$ cat src/rtl/pit_pkg.sv
`timescale 1ns/1ps
package pit_pkg;
   localparam int BYTE_W = 8;
   localparam int CNT_W  = 2 * BYTE_W;

   localparam logic [1:0] PORT_CTL   = 2'd3;
   localparam logic [1:0] SIZE_BYTE  = 2'd0;
   localparam logic [1:0] ACC_LO_HI  = 2'b11;

   localparam int SEL_LSB  = 6;
   localparam int ACC_LSB  = 4;
   localparam int MODE_LSB = 1;
   localparam int MODE_W   = 3;

   localparam logic [MODE_W-1:0] MODE_ONESHOT = '0;
   localparam int TC_BIT = 5;
endpackage

$ cat src/rtl/pit_bus_decode.sv
`timescale 1ns/1ps
module pit_bus_decode
   import pit_pkg::*;
#(
   parameter int NUM_CH = 2
) (
   input  logic              wr_en,
   input  logic              rd_en,
   input  logic [1:0]        addr,
   input  logic [1:0]        acc_size,
   input  logic [3:0]        ctl_hi,
   output logic [NUM_CH-1:0] ctl_we,
   output logic [NUM_CH-1:0] dat_we,
   output logic [NUM_CH-1:0] rd_sel,
   output logic              reject
);
   logic byte_ok;
   logic ctl_ok;
   logic [1:0] sel_f;
   logic [1:0] acc_f;

   assign byte_ok = (acc_size == SIZE_BYTE);
   assign sel_f   = ctl_hi[SEL_LSB-4 +: 2];
   assign acc_f   = ctl_hi[ACC_LSB-4 +: 2];
   assign ctl_ok  = wr_en && byte_ok && (addr == PORT_CTL) && (acc_f == ACC_LO_HI);

   for (genvar k = 0; k < NUM_CH; k++) begin : g_ch
      localparam logic [1:0] CH_CODE = 2'(2 * k);
      assign ctl_we[k] = ctl_ok && (sel_f == CH_CODE);
      assign dat_we[k] = wr_en && byte_ok && (addr == CH_CODE);
      assign rd_sel[k] = rd_en && !wr_en && byte_ok && (addr == CH_CODE);
   end

   assign reject = (wr_en || rd_en) && !((|ctl_we) || (|dat_we) || (|rd_sel));
endmodule

$ cat src/rtl/pit_prescale.sv
`timescale 1ns/1ps
module pit_prescale #(
   parameter int DIV = 105
) (
   input  logic clk,
   input  logic rst_n,
   input  logic clear,
   input  logic run,
   output logic tick
);
   if (DIV < 1) begin : g_bad_div
      $error("pit_prescale: DIV must be at least 1");
   end

   if (DIV == 1) begin : g_direct
      assign tick = run & ~clear;
   end else begin : g_count
      localparam int PW = $clog2(DIV);
      localparam logic [PW-1:0] LAST = PW'(DIV - 1);
      logic [PW-1:0] pre_q;

      assign tick = run && !clear && (pre_q == LAST);

      always_ff @(posedge clk or negedge rst_n) begin
         if (!rst_n)
            pre_q <= '0;
         else if (clear)
            pre_q <= '0;
         else if (run)
            pre_q <= (pre_q == LAST) ? '0 : pre_q + 1'b1;
      end
   end
endmodule

$ cat src/rtl/pit_channel.sv
`timescale 1ns/1ps
module pit_channel
   import pit_pkg::*;
#(
   parameter int DIV = 105
) (
   input  logic              clk,
   input  logic              rst_n,
   input  logic              ctl_we,
   input  logic              dat_we,
   input  logic [BYTE_W-1:0] wdata,
   output logic [BYTE_W-1:0] status,
   output logic              expire
);
   logic [MODE_W-1:0] mode_q;
   logic [BYTE_W-1:0] lo_q;
   logic              have_lo_q;
   logic [CNT_W-1:0]  reload_q;
   logic [CNT_W-1:0]  cnt_q;
   logic              run_q;
   logic              tc_q;
   logic              expire_q;
   logic              load;
   logic              tick;

   assign load = dat_we && have_lo_q;

   pit_prescale #(.DIV(DIV)) u_prescale (
      .clk   (clk),
      .rst_n (rst_n),
      .clear (load),
      .run   (run_q),
      .tick  (tick)
   );

   always_ff @(posedge clk or negedge rst_n) begin
      if (!rst_n)
         mode_q <= MODE_ONESHOT;
      else if (ctl_we)
         mode_q <= wdata[MODE_LSB +: MODE_W];
   end

   always_ff @(posedge clk or negedge rst_n) begin
      if (!rst_n) begin
         lo_q      <= '0;
         have_lo_q <= 1'b0;
         reload_q  <= '0;
         cnt_q     <= '0;
         run_q     <= 1'b0;
         tc_q      <= 1'b0;
         expire_q  <= 1'b0;
      end else begin
         expire_q <= 1'b0;
         if (dat_we) begin
            if (!have_lo_q) begin
               lo_q      <= wdata;
               have_lo_q <= 1'b1;
            end else begin
               have_lo_q <= 1'b0;
               reload_q  <= {wdata, lo_q};
               cnt_q     <= {wdata, lo_q};
               run_q     <= 1'b1;
               tc_q      <= 1'b0;
            end
         end else if (tick) begin
            if (cnt_q == CNT_W'(1)) begin
               expire_q <= 1'b1;
               if (mode_q == MODE_ONESHOT) begin
                  run_q <= 1'b0;
                  tc_q  <= 1'b1;
                  cnt_q <= '0;
               end else begin
                  cnt_q <= reload_q;
               end
            end else begin
               cnt_q <= cnt_q - 1'b1;
            end
         end
      end
   end

   assign status = BYTE_W'(tc_q) << TC_BIT;
   assign expire = expire_q;

   a_r5_flag_clears: assert property (@(posedge clk) disable iff (!rst_n)
      (dat_we && have_lo_q) |=> !have_lo_q);

   a_r6_load_clears: assert property (@(posedge clk) disable iff (!rst_n)
      (dat_we && have_lo_q) |=> (status == '0) && run_q);

   a_r3_oneshot_halts: assert property (@(posedge clk) disable iff (!rst_n)
      (expire_q && $past(mode_q) == MODE_ONESHOT && !$past(dat_we)) |-> (!run_q && status[TC_BIT]));

   a_r4_periodic_runs: assert property (@(posedge clk) disable iff (!rst_n)
      (expire_q && $past(mode_q) != MODE_ONESHOT && !$past(dat_we)) |-> (run_q && status == '0));

   a_r7_hold_between_ticks: assert property (@(posedge clk) disable iff (!rst_n)
      (!tick && !dat_we) |=> $stable(cnt_q));
endmodule

$ cat src/rtl/pit_interval_timer.sv
`timescale 1ns/1ps
module pit_interval_timer
   import pit_pkg::*;
#(
   parameter int CLKS_PER_TICK = 105,
   parameter int NUM_CH        = 2
) (
   input  logic              clk,
   input  logic              rst_n,
   input  logic              wr_en,
   input  logic              rd_en,
   input  logic [1:0]        addr,
   input  logic [1:0]        acc_size,
   input  logic [7:0]        wdata,
   output logic [7:0]        rdata,
   output logic              err_o,
   output logic [NUM_CH-1:0] expire_o
);
   if (NUM_CH < 1 || NUM_CH > 2) begin : g_bad_ch
      $error("pit_interval_timer: NUM_CH must be 1 or 2");
   end
   if (CLKS_PER_TICK < 1) begin : g_bad_tick
      $error("pit_interval_timer: CLKS_PER_TICK must be positive");
   end

   logic [NUM_CH-1:0] ctl_we;
   logic [NUM_CH-1:0] dat_we;
   logic [NUM_CH-1:0] rd_sel;
   logic              reject;
   logic [BYTE_W-1:0] stat [NUM_CH];
   logic [BYTE_W-1:0] rd_mux;
   logic [BYTE_W-1:0] rdata_q;
   logic              err_q;

   pit_bus_decode #(.NUM_CH(NUM_CH)) u_decode (
      .wr_en    (wr_en),
      .rd_en    (rd_en),
      .addr     (addr),
      .acc_size (acc_size),
      .ctl_hi   (wdata[7:4]),
      .ctl_we   (ctl_we),
      .dat_we   (dat_we),
      .rd_sel   (rd_sel),
      .reject   (reject)
   );

   for (genvar k = 0; k < NUM_CH; k++) begin : g_chan
      pit_channel #(.DIV(CLKS_PER_TICK)) u_chan (
         .clk    (clk),
         .rst_n  (rst_n),
         .ctl_we (ctl_we[k]),
         .dat_we (dat_we[k]),
         .wdata  (wdata),
         .status (stat[k]),
         .expire (expire_o[k])
      );
   end

   always_comb begin
      rd_mux = '0;
      for (int k = 0; k < NUM_CH; k++)
         if (rd_sel[k]) rd_mux = rd_mux | stat[k];
   end

   always_ff @(posedge clk or negedge rst_n) begin
      if (!rst_n) begin
         rdata_q <= '0;
         err_q   <= 1'b0;
      end else begin
         err_q <= reject;
         if (|rd_sel) rdata_q <= rd_mux;
      end
   end

   assign rdata = rdata_q;
   assign err_o = err_q;

   a_r10_err_traces_access: assert property (@(posedge clk) disable iff (!rst_n)
      err_o |-> $past(wr_en || rd_en));

   a_r8_one_port_per_access: assert property (@(posedge clk) disable iff (!rst_n)
      $onehot0({ctl_we != '0, dat_we != '0, rd_sel != '0}));
endmodule

$ cat config.mk
export PLATFORM = sky130hd
export DESIGN_NAME = pit_interval_timer
export DESIGN_NICKNAME = d
export VERILOG_FILES = /design/src/rtl/pit_pkg.sv /design/src/rtl/pit_bus_decode.sv /design/src/rtl/pit_prescale.sv /design/src/rtl/pit_channel.sv /design/src/rtl/pit_interval_timer.sv
export SDC_FILE = /design/constraint.sdc
export NUM_CORES = 1
export LEC_CHECK = 0
export BUFFER_PORTS_ARGS = -buffer_cell sky130_fd_sc_hd__buf_4
export CORE_AREA = 2 2 131 133
export DETAILED_ROUTE_END_ITERATION = 10
export DIE_AREA = 0 0 133 135
export GPL_TIMING_DRIVEN = 0
export SKIP_CTS_REPAIR_TIMING = 1
export SLEW_MARGIN = 10
export SYNTH_ARGS = -nofsm -noshare
export SYNTH_HDL_FRONTEND = slang
export SYNTH_HIERARCHICAL = 1
export SYNTH_SLANG_ARGS = --single-unit
$ cat constraint.sdc
create_clock -name clk -period 3.8 [get_ports clk]
set_clock_uncertainty 0.05 [all_clocks]
set_input_delay 0.57 -clock clk [delete_from_list [all_inputs] [get_ports clk]]
set_output_delay 0.57 -clock clk [all_outputs]
set_load 0.01 [all_outputs]
==> metrics.md <==
| Metric | Value |
|---|---|
| Die footprint | 18,000 um2 |
| Post-synth EDFFs | 0 |
| Top-count cell post-synth | nand2_1 |
| Ys async rst share | 1.00 |
| Max VDD drop | 0.353 mV |
| Initial DRC count | 565 |
| DR pass1 iterations | 6 |
| Critical path arrival | 3880 ps |
| Post-route insts no fill | 1,015 |
| Crit Path Max Fanout | 18 |
| Wire length of the first global-routing pass | 30.1 mm |
| CP Cell Sequence | buf_4, or3_4, nor2_1, clkbuf_2, nand2_1, clkinvlp_4, clkbuf_4, nor4_4, mux2i_2, a22oi_1, a221oi_1 |
| RSZ-0062 raised after global routing | false |
| Chip height | 135 um |
| WL met2 | 8.94 mm |
| Overflow after GRT | 0 |
| CP delay by family, top | simple AND/OR/NAND/NOR gates |
| Max Cap Violations | 0 |
| Max Root-Sink Buffers | 2 |
| Max-slew headroom | 0.238 |
| Final Max Slew Viols | 0 |
| Row count | 47 |
| Post-synthesis cell type count | 62 |
| Final RePlAce weighted congestion | 0.941 |
| Total Wirelength | 18.8 mm |
| Top cells by count, synth | nand2_1 (135), dfrtp_1 (117), a21oi_1 (58), clkbuf_1 (30), mux2_2 (24) |
| Ant diodes | 0 |
| GRT Resource Usage Total | 0.215 |
| Placed insts | 986 |
| Area leader, netlist | dfrtp_1 |
| Routed wl met3 | 914 um |
| Period utilization | 0.952 |
| Routed Antenna Nets | 0 |
| WL/cell | 18.5 um |
| Clock root cell | clkbuf_16 |
| Vias | 5,876 |
| HP Class | in2async |
| Worst slew pin tran | 1130 ps |
| Count of nets after finishing | 808 |
| DR vias/cell | 5.79 |
| Top FF cell, synth | dfrtp_1 |
| I/O Pins | 27 |
| Post-Syn Area per Cell | 9.22 um2 |
| Synthesized area | 6700 um2 |
| Max Clk Rate | 276 MHz |
| IO buf count | 26 |
| Clock period minus worst slack | 3620 ps |
| Die Wd | 133 um |
| Final core utilization | 0.483 |
| Starting density of the core | 0.408 |
| H-tree depth | 4 |
| CP max stage delay | 550 ps |
| Largest net degree at the start of global routing | 76 |
| Vias in the first global route | 5,745 |
| Fin. Hold Viols | 0 |
| Worst flop-to-flop path startpoint | g_chan[1].u_chan/have_lo_q |
| Placeable Area | 16,400 um2 |
| WS Path Type | in2reg |
| Slowest cell on crit path | mux2i_2 |
| Top cell type's share of synthesized area | 0.437 |
| TritonCTS clock tree | built |
| Uppermost routed layer | met4 |
| CP startpoint | acc_size[1] |
| Post-synthesis sequential area ratio | 0.437 |
| Worst EP required | 4060 ps |
| Worst setup SP type | input pin |
| CP Capture Type | register |
| Layout area overhead | 18.2% |
| Worst-skew pair later-pin latency | 410 ps |
| Pwr Density | 701 nW/um2 |
| CTS sink count | 117 |
| Initial antenna violation count | 0 |
| P_leak | 3.64 nW |
| Setup violators final | 0 |
| Syn Inst Count | 727 |
| Detailed placement HPWL | 12.9 mm |
| Status | completed |
| Ranking of synthesized cells by area | dfrtp_1 (44%), nand2_1 (7.6%), a21oi_1 (4.3%) |
| M1 wire length | 8.37 mm |
| Layout cells sized above 1 | 0.170 |
| CP Buf/Inv Count | 4 |
| Clk slew on worst S/H paths | 50 ps |
| Synth warn | 6 |
| Drt drc | 0 |
| Fin Hold WS | 20.0 ps |
| TritonCTS Buffers | 17 |
| Yosys reg bits | 117 |
==> sequential cells by signal, summed over array words and instances, names as in the netlist <==
register / flops
g_chan.u_chan/cnt_q: 32
g_chan.u_chan/reload_q: 32
g_chan.u_chan/lo_q: 16
g_chan.u_chan/u_prescale/g_count.pre_q: 14
rdata: 8
g_chan.u_chan/mode_q: 6
g_chan.u_chan/expire: 2
g_chan.u_chan/have_lo_q: 2
g_chan.u_chan/run_q: 2
g_chan.u_chan/tc_q: 2
err_o: 1
==> worst register-to-register path, stage by stage (launching register included) <==
cell and delay [ps]:
dfrtp_1 350, clkbuf_1 200, nand2_1 360, clkinvlp_4 370
clkbuf_4 360, nor4_4 520, nor2b_2 370, clkbuf_2 320
o21ai_1 140, a221oi_1 290
==> through the flow <==
| step | setup slack (ps) | instance area [um2] | total power [W] | setup TNS [ps] |
|---|---|---|---|---|
| 6_report | 183 | 7920 | 0.00555 | 0 |
| 4_1_cts | -1110 | 7850 | 0.00553 | -32090 |
| 3_3_place_gp | -1590 | 7220 | 0.00383 | -56390 |
| 2_1_floorplan | 27.2 | 6750 | 0.00336 | 0 |
| 3_5_place_dp | -1520 | 7260 | 0.00390 | -51620 |
| 5_1_grt | 24.5 | 7920 | 0.00590 | 0 |
==> layout by cell type, fill, tap and decap left out, drive strengths merged, types with 15 or more instances in the layout <==
| cell | synthesis | routed |
|---|---|---|
| nand2 | 135 | 135 |
| dfrtp | 117 | 117 |
| buf | 32 | 59 |
| a21oi | 58 | 58 |
| clkbuf | 30 | 56 |
| mux2 | 24 | 24 |
| a21o | 18 | 18 |
| nor4 | 18 | 18 |
| o21ai | 18 | 18 |
| inv | 19 | 17 |
| or4 | 16 | 16 |
| a31oi | 16 | 16 |
| nor2 | 15 | 15 |
==> power by group <==
| part | switching, W | total [W] | internal (W) |
|---|---|---|---|
| clock network | 0.000543 | 0.00160 | 0.00106 |
| logic | 0.00112 | 0.00197 | 0.000850 |
| registers | 0.000359 | 0.00198 | 0.00162 |
==> cells by family (layout without fill, tap and decap cells) <==
family | count (synthesis) | count (layout) | synth area share
adders and majority gates | 8 | 8 | 0.0149
and+or+nand+nor | 288 | 288 | 0.231
DFF | 117 | 117 | 0.437
other | 2 | 14 | 0.00112
AOI/OAI and AO/OA | 189 | 189 | 0.192
muxes | 30 | 30 | 0.0493
buffers and inverters | 81 | 137 | 0.0596
xor gates and xnor gates | 12 | 12 | 0.0157
==> path summary, 6_finish.rpt <==
path                                                  to  slack [ps]  cells past startpoint
max                           g_chan[1].u_chan/cnt_q[13]         180                     11
min                            g_chan[0].u_chan/cnt_q[3]          20                      1
max reg2reg                   g_chan[1].u_chan/cnt_q[13]         350                      9
min reg2reg                g_chan[0].u_chan/reload_q[11]         420                      2
max in group asynchronous     g_chan[1].u_chan/mode_q[1]        2970                      2
min in group clk                                   err_o         400                      2
==> cell type report <==
cell class / instances / area [um2]
fill: 1552 / 8490
multi-input combinational: 541 / 3480
sequential: 117 / 2930
clock buffer: 27 / 523
buffer: 58 / 323
tap: 220 / 275
timing repair buffer: 30 / 249
inverter: 19 / 78.8
clock inverter: 3 / 65.1
==> routing by layer <==
metal  vias to the layer above  track usage
li1                       2741            -
met1                      2920        0.276
met2                       173        0.354
met3                        42       0.0473
met4                         0       0.0836
met5                         -            0
No activity file was read; power rests on OpenSTA's default activity.
